**src/rtl/pdi_pkg.sv**
```systemverilog
package pdi_pkg;
    localparam int WORD_W  = 16;
    localparam int ADDR_W  = 2 * WORD_W;
    localparam int IDX_W   = 4;
    localparam int FN_W    = 3;
    localparam int STAT_W  = 3;
    localparam int BYTE_W  = 8;

    // register word indices (byte offset / 2)
    localparam logic [IDX_W-1:0] IDX_CSR   = 4'h0;
    localparam logic [IDX_W-1:0] IDX_DATA  = 4'h1;
    localparam logic [IDX_W-1:0] IDX_AMIV  = 4'h2;
    localparam logic [IDX_W-1:0] IDX_PULSE = 4'h3;
    localparam logic [IDX_W-1:0] IDX_ALO_W = 4'h9;
    localparam logic [IDX_W-1:0] IDX_RANGE = 4'hA;
    localparam logic [IDX_W-1:0] IDX_ALO_R = 4'hB;
    localparam logic [IDX_W-1:0] IDX_AHI_W = 4'hD;
    localparam logic [IDX_W-1:0] IDX_AHI_R = 4'hF;

    // command word bit positions
    localparam int C_CLR_EOR = 15;
    localparam int C_CLR_ATT = 14;
    localparam int C_CLR_PAR = 13;
    localparam int C_MCLR    = 12;
    localparam int C_CYCLE   = 8;
    localparam int C_IE      = 6;
    localparam int C_FN_LO   = 1;
    localparam int C_ACL     = 2;
    localparam int C_GO      = 0;

    // pulse register bit positions
    localparam int P_SET = 6;
    localparam int P_CLR = 5;

    typedef struct packed {
        logic              eor;
        logic              att_edge;
        logic              att_live;
        logic              par_err;
        logic [STAT_W-1:0] abc;
        logic              spare;
        logic              ready;
        logic              ie;
        logic              berr;
        logic              terr;
        logic [FN_W-1:0]   fn;
        logic              strap;
    } status_t;

    function automatic logic [ADDR_W-1:0] next_word_addr(input logic [ADDR_W-1:0] a);
        return a + ADDR_W'(2);
    endfunction
endpackage

```
**src/rtl/pdi_sync.sv**
```systemverilog
module pdi_sync #(
    parameter int W      = 1,
    parameter int STAGES = 2
) (
    input  logic         clk,
    input  logic         rst,
    input  logic [W-1:0] d,
    output logic [W-1:0] q
);
    logic [W-1:0] chain [STAGES];

    always_ff @(posedge clk) begin
        if (rst) chain[0] <= '0;
        else     chain[0] <= d;
    end

    generate
        for (genvar s = 1; s < STAGES; s++) begin : g_stage
            always_ff @(posedge clk) begin
                if (rst) chain[s] <= '0;
                else     chain[s] <= chain[s-1];
            end
        end
    endgenerate

    assign q = chain[STAGES-1];
endmodule

```
**src/rtl/pdi_flags.sv**
```systemverilog
module pdi_flags (
    input  logic clk,
    input  logic rst,
    input  logic mclr,
    input  logic att_live,
    input  logic par_live,
    input  logic eor_hit,
    input  logic clr_eor,
    input  logic clr_att,
    input  logic clr_par,
    output logic eor,
    output logic att_edge,
    output logic par_err
);
    logic att_prev;
    logic set_att;

    assign set_att = att_live && !att_prev;

    always_ff @(posedge clk) begin
        if (rst) att_prev <= 1'b0;
        else     att_prev <= att_live;
    end

    always_ff @(posedge clk) begin
        if (rst || mclr) begin
            eor      <= 1'b0;
            att_edge <= 1'b0;
            par_err  <= 1'b0;
        end else begin
            eor      <= eor_hit  || (eor      && !clr_eor);
            att_edge <= set_att  || (att_edge && !clr_att);
            par_err  <= par_live || (par_err  && !clr_par);
        end
    end

    assert_set_wins_R10: assert property (@(posedge clk) disable iff (rst)
        (set_att && !mclr) |=> att_edge);

    assert_rise_only_R9: assert property (@(posedge clk) disable iff (rst)
        $rose(att_edge) |-> ($past(att_live) && !$past(att_prev)));
endmodule

```
**src/rtl/pdi_dma_seq.sv**
```systemverilog
module pdi_dma_seq #(
    parameter int WORD_W = 16
) (
    input  logic                clk,
    input  logic                rst,
    input  logic                mclr,
    input  logic                go,
    input  logic                force_cycle,
    input  logic                ack,
    input  logic                bus_err,
    input  logic                bus_tmo,
    input  logic                wr_lo,
    input  logic                wr_hi,
    input  logic                wr_cnt,
    input  logic [WORD_W-1:0]   wdata,
    output logic [2*WORD_W-1:0] addr,
    output logic [WORD_W-1:0]   cnt,
    output logic                active,
    output logic                berr_q,
    output logic                terr_q,
    output logic                eor_hit
);
    import pdi_pkg::*;
    localparam int AW = 2 * WORD_W;

    logic step, abort, step_ok;

    assign step    = active && (ack || force_cycle);
    assign abort   = active && (bus_err || bus_tmo);
    assign step_ok = step && !abort;
    assign eor_hit = step_ok && (cnt == '0);

    always_ff @(posedge clk) begin
        if (rst || mclr) begin
            addr   <= '0;
            cnt    <= '0;
            active <= 1'b0;
            berr_q <= 1'b0;
            terr_q <= 1'b0;
        end else begin
            if (abort) begin
                active <= 1'b0;
                berr_q <= berr_q || bus_err;
                terr_q <= terr_q || bus_tmo;
            end else if (step) begin
                addr <= next_word_addr(addr);
                cnt  <= cnt - WORD_W'(1);
                if (cnt == '0) active <= 1'b0;
            end
            if (wr_lo)  addr[WORD_W-1:0]  <= wdata;
            if (wr_hi)  addr[AW-1:WORD_W] <= wdata;
            if (wr_cnt) cnt <= wdata;
            if (go) begin
                active <= 1'b1;
                berr_q <= 1'b0;
                terr_q <= 1'b0;
            end
        end
    end

    assert_step_advance_R5: assert property (@(posedge clk) disable iff (rst)
        (step_ok && !mclr && !wr_lo && !wr_hi) |=> (addr == $past(addr) + AW'(2)));

    assert_eor_idle_R6: assert property (@(posedge clk) disable iff (rst)
        (eor_hit && !go && !mclr) |=> !active);

    assert_abort_stop_R8: assert property (@(posedge clk) disable iff (rst)
        (abort && !go && !mclr) |=> (!active && (berr_q || terr_q)));

    assert_go_clears_R4: assert property (@(posedge clk) disable iff (rst)
        (go && !mclr) |=> (active && !berr_q && !terr_q));
endmodule

```
**src/rtl/pdi_regs.sv**
```systemverilog
module pdi_regs
    import pdi_pkg::*;
#(
    parameter bit STRAP       = 1'b1,
    parameter int SYNC_STAGES = 2
) (
    input  logic              clk,
    input  logic              rst,
    input  logic              bus_wr,
    input  logic [IDX_W-1:0]  bus_addr,
    input  logic [1:0]        bus_be,
    input  logic [WORD_W-1:0] bus_wdata,
    output logic [WORD_W-1:0] bus_rdata,
    input  logic [WORD_W-1:0] dev_din,
    output logic [WORD_W-1:0] dev_dout,
    output logic [FN_W-1:0]   dev_fn,
    output logic              dev_go,
    output logic              dev_init,
    output logic              dev_acl,
    input  logic              dev_attn,
    input  logic [STAT_W-1:0] dev_stat,
    input  logic              dev_perr,
    output logic              dma_req,
    input  logic              dma_ack,
    input  logic              dma_berr,
    input  logic              dma_tmo,
    output logic [ADDR_W-1:0] dma_addr,
    output logic              dma_dir,
    output logic [BYTE_W-1:0] dma_amod,
    output logic              irq,
    output logic [BYTE_W-1:0] irq_vec
);
    localparam int SYNC_W = STAT_W + 2;

    logic wr_cmd, wr_pulse, wr_data, wr_amiv;
    logic mclr, go;
    logic [SYNC_W-1:0] sync_q;
    logic att_s, par_s;
    logic [STAT_W-1:0] abc_s;
    logic ie_q;
    logic [WORD_W-1:0] din_q;
    logic [WORD_W-1:0] cnt;
    logic active, berr_q, terr_q, eor_hit;
    logic eor, att_edge, par_err;
    status_t st;

    assign wr_cmd   = bus_wr && (bus_addr == IDX_CSR);
    assign wr_pulse = bus_wr && (bus_addr == IDX_PULSE);
    assign wr_data  = bus_wr && (bus_addr == IDX_DATA);
    assign wr_amiv  = bus_wr && (bus_addr == IDX_AMIV);
    assign mclr     = wr_cmd && bus_wdata[C_MCLR];
    assign go       = wr_cmd && bus_wdata[C_GO] && !mclr;

    pdi_sync #(.W(SYNC_W), .STAGES(SYNC_STAGES)) u_sync (
        .clk (clk),
        .rst (rst),
        .d   ({dev_attn, dev_perr, dev_stat}),
        .q   (sync_q)
    );
    assign {att_s, par_s, abc_s} = sync_q;

    pdi_dma_seq #(.WORD_W(WORD_W)) u_dma (
        .clk         (clk),
        .rst         (rst),
        .mclr        (mclr),
        .go          (go),
        .force_cycle (wr_cmd && bus_wdata[C_CYCLE] && !mclr),
        .ack         (dma_ack),
        .bus_err     (dma_berr),
        .bus_tmo     (dma_tmo),
        .wr_lo       (bus_wr && (bus_addr == IDX_ALO_W)),
        .wr_hi       (bus_wr && (bus_addr == IDX_AHI_W)),
        .wr_cnt      (bus_wr && (bus_addr == IDX_RANGE)),
        .wdata       (bus_wdata),
        .addr        (dma_addr),
        .cnt         (cnt),
        .active      (active),
        .berr_q      (berr_q),
        .terr_q      (terr_q),
        .eor_hit     (eor_hit)
    );

    pdi_flags u_flags (
        .clk      (clk),
        .rst      (rst),
        .mclr     (mclr),
        .att_live (att_s),
        .par_live (par_s),
        .eor_hit  (eor_hit),
        .clr_eor  (wr_cmd && bus_wdata[C_CLR_EOR]),
        .clr_att  (wr_cmd && bus_wdata[C_CLR_ATT]),
        .clr_par  (wr_cmd && bus_wdata[C_CLR_PAR]),
        .eor      (eor),
        .att_edge (att_edge),
        .par_err  (par_err)
    );

    always_ff @(posedge clk) begin
        if (rst) begin
            dev_go   <= 1'b0;
            dev_init <= 1'b0;
            dev_acl  <= 1'b0;
            din_q    <= '0;
            dev_fn   <= '0;
            ie_q     <= 1'b0;
            dev_dout <= '0;
            dma_amod <= '0;
            irq_vec  <= '0;
        end else begin
            dev_go   <= go;
            dev_init <= mclr;
            dev_acl  <= wr_cmd && bus_wdata[C_ACL] && !mclr;
            din_q    <= dev_din;
            if (mclr) begin
                dev_fn   <= '0;
                ie_q     <= 1'b0;
                dev_dout <= '0;
                dma_amod <= '0;
                irq_vec  <= '0;
            end else begin
                if (wr_cmd) begin
                    dev_fn <= bus_wdata[C_FN_LO +: FN_W];
                    ie_q   <= bus_wdata[C_IE];
                end
                if (wr_pulse) begin
                    if (bus_wdata[P_SET])      ie_q <= 1'b1;
                    else if (bus_wdata[P_CLR]) ie_q <= 1'b0;
                end
                if (wr_data) dev_dout <= bus_wdata;
                if (wr_amiv && bus_be[0]) dma_amod <= bus_wdata[BYTE_W-1:0];
                if (wr_amiv && bus_be[1]) irq_vec  <= bus_wdata[WORD_W-1:BYTE_W];
            end
        end
    end

    always_comb begin
        st          = '0;
        st.eor      = eor;
        st.att_edge = att_edge;
        st.att_live = att_s;
        st.par_err  = par_err;
        st.abc      = abc_s;
        st.ready    = !active;
        st.ie       = ie_q;
        st.berr     = berr_q;
        st.terr     = terr_q;
        st.fn       = dev_fn;
        st.strap    = STRAP;
    end

    always_comb begin
        case (bus_addr)
            IDX_CSR:   bus_rdata = st;
            IDX_DATA:  bus_rdata = din_q;
            IDX_AMIV:  bus_rdata = {irq_vec, dma_amod};
            IDX_RANGE: bus_rdata = cnt;
            IDX_ALO_R: bus_rdata = dma_addr[WORD_W-1:0];
            IDX_AHI_R: bus_rdata = dma_addr[ADDR_W-1:WORD_W];
            default:   bus_rdata = '0;
        endcase
    end

    assign dma_req = active;
    assign dma_dir = dev_fn[0];
    assign irq     = ie_q && (eor || att_edge);

    assert_init_idle_R12: assert property (@(posedge clk) disable iff (rst)
        dev_init |-> !dma_req);

    assert_pulse_sets_ie_R11: assert property (@(posedge clk) disable iff (rst)
        (wr_pulse && bus_wdata[P_SET]) |=> ie_q);

    assert_acl_with_fn_R3: assert property (@(posedge clk) disable iff (rst)
        dev_acl |-> dev_fn[1]);
endmodule

```
**config.mk**
```make
export PLATFORM = sky130hd
export DESIGN_NAME = pdi_regs
export DESIGN_NICKNAME = d
export VERILOG_FILES = /design/src/rtl/pdi_pkg.sv /design/src/rtl/pdi_sync.sv /design/src/rtl/pdi_flags.sv /design/src/rtl/pdi_dma_seq.sv /design/src/rtl/pdi_regs.sv
export SDC_FILE = /design/constraint.sdc
export NUM_CORES = 1
export LEC_CHECK = 0
export BUFFER_PORTS_ARGS = -buffer_cell sky130_fd_sc_hd__buf_4
export CELL_PAD_IN_SITES_DETAIL_PLACEMENT = 0
export CELL_PAD_IN_SITES_GLOBAL_PLACEMENT = 2
export CORE_MARGIN = 2
export CORE_UTILIZATION = 32
export DETAILED_ROUTE_END_ITERATION = 7
export HOLD_SLACK_MARGIN = 0.05
export PLACE_DENSITY = 0.78
export SYNTH_ARGS = -nofsm -noshare
export SYNTH_HDL_FRONTEND = slang
export SYNTH_HIERARCHICAL = 1
export SYNTH_SLANG_ARGS = --single-unit
```
**constraint.sdc**
```tcl
create_clock -name clk -period 3.4 [get_ports clk]
set_input_delay 0.17 -clock clk [delete_from_list [all_inputs] [get_ports clk]]
set_output_delay 0.17 -clock clk [all_outputs]
set_load 0.02 [all_outputs]
```
==> summary.md <==
| Metric | Value |
|---|---|
| Mean Syn Cell Area | `8.96 µm²` |
| Top cells by count, synth | `120 x dfxtp_1, 47 x a21oi_1, 46 x nand2_1, 43 x o21ai_0, 32 x nor2b_1` |
| Core ar. | `18800 µm²` |
| Met2 wire length | `11400 µm` |
| Most common cell in the netlist | `dfxtp_1` |
| VDD IR-drop max | `0.325 mV` |
| DR vias/cell | `5.61` |
| Cell mode on critical path | `nor4_4` |
| Slew @ Worst Pin | `0.870 ns` |
| Post-synth top area cell | `dfxtp_1` |
| Worst Path Arrival | `2.88 ns` |
| CTS Hold Bufs | `22` |
| HPWL Detailed | `17600 µm` |
| Clock buffer depth | `2` |
| CTS tree | `done` |
| Slowest stage delay, CP | `0.57 ns` |
| Grt total ovfl | `0` |
| Htree depth | `4` |
| Antenna-violating nets left | `0` |
| WS Path Type | `input port to register` |
| Synth Cell Area | `6130 µm²` |
| Tot Pwr | `3.81 mW` |
| DR WL met3 | `1610 µm` |
| Dpl ws | `0.422 ns` |
| Max_cap viols | `0` |
| First-pass DRT Iterations | `5` |
| CP cell instances | `buf_4, nor4_4, nand2_2, nor3b_1, nor2_1, or4_4, nor4_4, a41oi_1, o311a_1` |
| Number of diodes | `0` |
| Wl on met1 | `11200 µm` |
| Initial antenna violation count | `0` |
| CP startpoint kind | `input port` |
| Synth Instances | `685` |
| Clock latency at the later pin of the worst-skew pair | `0.43 ns` |
| Final setup viols | `0` |
| Crit. End Element | `register` |
| Relative slew slack | `0.420` |
| P_leak | `3.07 nW` |
| Synth area leaders | `dfxtp_1 39%, a22o_1 3.9%, a21oi_1 3.8%, o21ai_0 3.5%, mux2i_1 3.4%` |
| Max FO, Critical Path | `7` |
| TritonCTS Buffers | `17` |
| Wire per inst | `23.3 µm` |
| Clock slew seen by the registers of the worst setup and hold paths | `0.06 ns` |
| Hold path depth | `3` |
| Largest net degree at the start of global routing | `43` |
| 1st-iter DRT viols | `670` |
| Starting Density | `0.327` |
| Setup_tns | `0 ns` |
| I/O pin cnt | `138` |
| Vias post-DR | `6027` |
| DRC violations left | `0` |
| Number of synthesized flops with an enable pin | `0` |
| I/O Buffers | `137` |
| Power Dens Cells | `469 nW/µm²` |
| Crit Reg-Reg Endpoint | `u_dma/addr[29]` |
| Fin crit period | `2.56 ns` |
| Vias in the first global route | `5728` |
| Hold crit path type | `input port to register` |
| Die W | `142 µm` |
| First-pass GRT wire length | `36300 µm` |
| Cell Rows | `50` |
| Flops & latches, synth | `120` |
| Share of layout cells above drive strength 1 | `0.298` |
| Final wirelength | `25000 µm` |
| RSZ-0062 raised after global routing | `false` |
| Placer congestion estimate | `0.956` |
| Die area | `20300 µm²` |
| Worst Skew | `0.00732 ns` |
| Final hold vios | `0` |
| Post-CTS sizing | `0` |
| Asr flop ratio synth | `0` |
| Hold_sp | `dma_tmo` |
| Final Cycle Share | `0.754` |
| Flop-to-flop setup slack | `0.86 ns` |
| Hold endpoint | `u_dma/terr_q` |
| DR top layer | `met4` |
| WHS | `0.0666 ns` |
| Achievable frequency | `390 MHz` |
| Top-area cell type share of the netlist area | `0.392` |
| GRT Overall Usage | `0.245` |
| Synth unique cells | `73` |
| Area grow syn2layout | `32.6%` |
| Setup WS post-layout | `0.835 ns` |
| Status | `finished clean` |
| Worst reg-to-reg path cell count | `6` |
| Die H | `142 µm` |
| Setup bufs post-CTS | `0` |
| Final #Nets | `879` |
| Critical Path Slowest Stage Cell | `or4_4` |
| Root Buffer | `clkbuf_16` |
| Max-slew violations | `0` |
| CP Data Required Time | `3.72 ns` |
| Clock Sinks | `120` |
| Yosys warns | `6` |
| Syn Nets | `736` |
| Main synth FF type | `dfxtp_1` |
| FF-to-FF Start | `u_dma/active` |
| Seq/Total Area, Yosys | `0.392` |
worst max-delay path by stage:
stage | startpoint | to | slack [ns]
final | bus_addr[3] | u_dma/addr[29] | 0.84
after floorplan | bus_addr[3] | u_dma/addr[29] | 0.66
after global placement | bus_addr[3] | u_dma/addr[29] | 0.49
after CTS | u_dma/active | u_dma/addr[29] | 0.84
after detailed placement | bus_addr[3] | u_dma/addr[29] | 0.42
after global routing | bus_addr[3] | u_dma/addr[29] | 0.70
state kept, by name, indices dropped and copies added, names as in the netlist:
| register | cells |
|---|---|
| irq_vec | 8 |
| u_dma/addr | 32 |
| ie_q | 1 |
| u_dma/terr_q | 1 |
| dev_acl | 1 |
| dma_amod | 8 |
| u_dma/cnt | 16 |
| dev_init | 1 |
| u_flags/par_err | 1 |
| u_flags/att_prev | 1 |
| u_flags/att_edge | 1 |
| dev_dout | 16 |
| dev_fn | 3 |
| u_dma/berr_q | 1 |
| dev_go | 1 |
| u_dma/active | 1 |
| u_flags/eor | 1 |
| din_q | 16 |
| u_sync/chain | 10 |
metrics by stage:
step,area (µm²),instances,utilization
2_1_floorplan,6130,685,-
3_3_place_gp,7270,1021,0.388
3_5_place_dp,7270,1021,0.388
4_1_cts,8130,1075,0.433
5_1_grt,8130,1075,0.433
6_report,8130,1075,0.433
final cells by class:
class                   instances  area (µm²)
inverters                      16        60.1
fillers                      1875       10600
well taps                     234         293
clock inverters                15         214
clock buffers                  17         425
repair buffers                170        1340
multi-input cells             503        3400
flip-flops and latches        120        2400
power by group:
group          leakage (nW)  switching [mW]  internal [mW]
sequential            0.976          0.0366           1.44
combinational          1.79           0.200          0.137
clock                 0.306           0.753           1.24
routing by layer:
metal | global-route usage | vias to the layer above
li1 | - | 2783
met1 | 0.329 | 2923
met2 | 0.386 | 279
met3 | 0.0444 | 42
met4 | 0.100 | 0
met5 | 0 | -
critical path, delay by kind of cell:
family                 cells  cell delay, ns
and+or+nand+nor            6            2.11
buffers and inverters      1            0.12
AOI/OAI and AO/OA          2            0.47
placed cells by master (no fill, tap or decap), types with 4 or more instances in the layout:
| master | instances |
|---|---|
| mux2i_1 | 21 |
| xor2_1 | 14 |
| nand3_1 | 14 |
| o21ai_0 | 43 |
| a32o_1 | 5 |
| nand2b_1 | 8 |
| dfxtp_1 | 120 |
| a221o_1 | 8 |
| xnor2_1 | 24 |
| nor2_1 | 23 |
| buf_4 | 147 |
| nor2_2 | 19 |
| nand2_2 | 10 |
| a22o_1 | 27 |
| dlygate4sd3_1 | 22 |
| a211oi_1 | 6 |
| mux2_2 | 4 |
| a21oi_1 | 47 |
| nor3b_1 | 4 |
| bufinv_16 | 4 |
| inv_6 | 7 |
| nor3_1 | 15 |
| nand4b_1 | 4 |
| o21ai_1 | 4 |
| and4_1 | 6 |
| nor2b_1 | 32 |
| nand4_1 | 17 |
| inv_1 | 15 |
| or2_2 | 5 |
| clkbuf_16 | 17 |
| nand2_1 | 46 |
| and3_1 | 9 |
| a21oi_2 | 17 |
| nor4_1 | 12 |
cell families (layout without fill, tap and decap cells):
family | Yosys count | count (layout) | share of synthesized area
AND/OR/NAND/NOR | 257 | 257 | 0.253
AO/OA/AOI/OAI | 181 | 181 | 0.200
flip-flops | 120 | 120 | 0.392
buffers and inverters | 62 | 218 | 0.0553
XOR/XNOR | 38 | 38 | 0.0543
multiplexers | 25 | 25 | 0.0416
adder cells (fa/ha/maj) | 2 | 2 | 0.00408
Power figures use the tool's default switching activity.
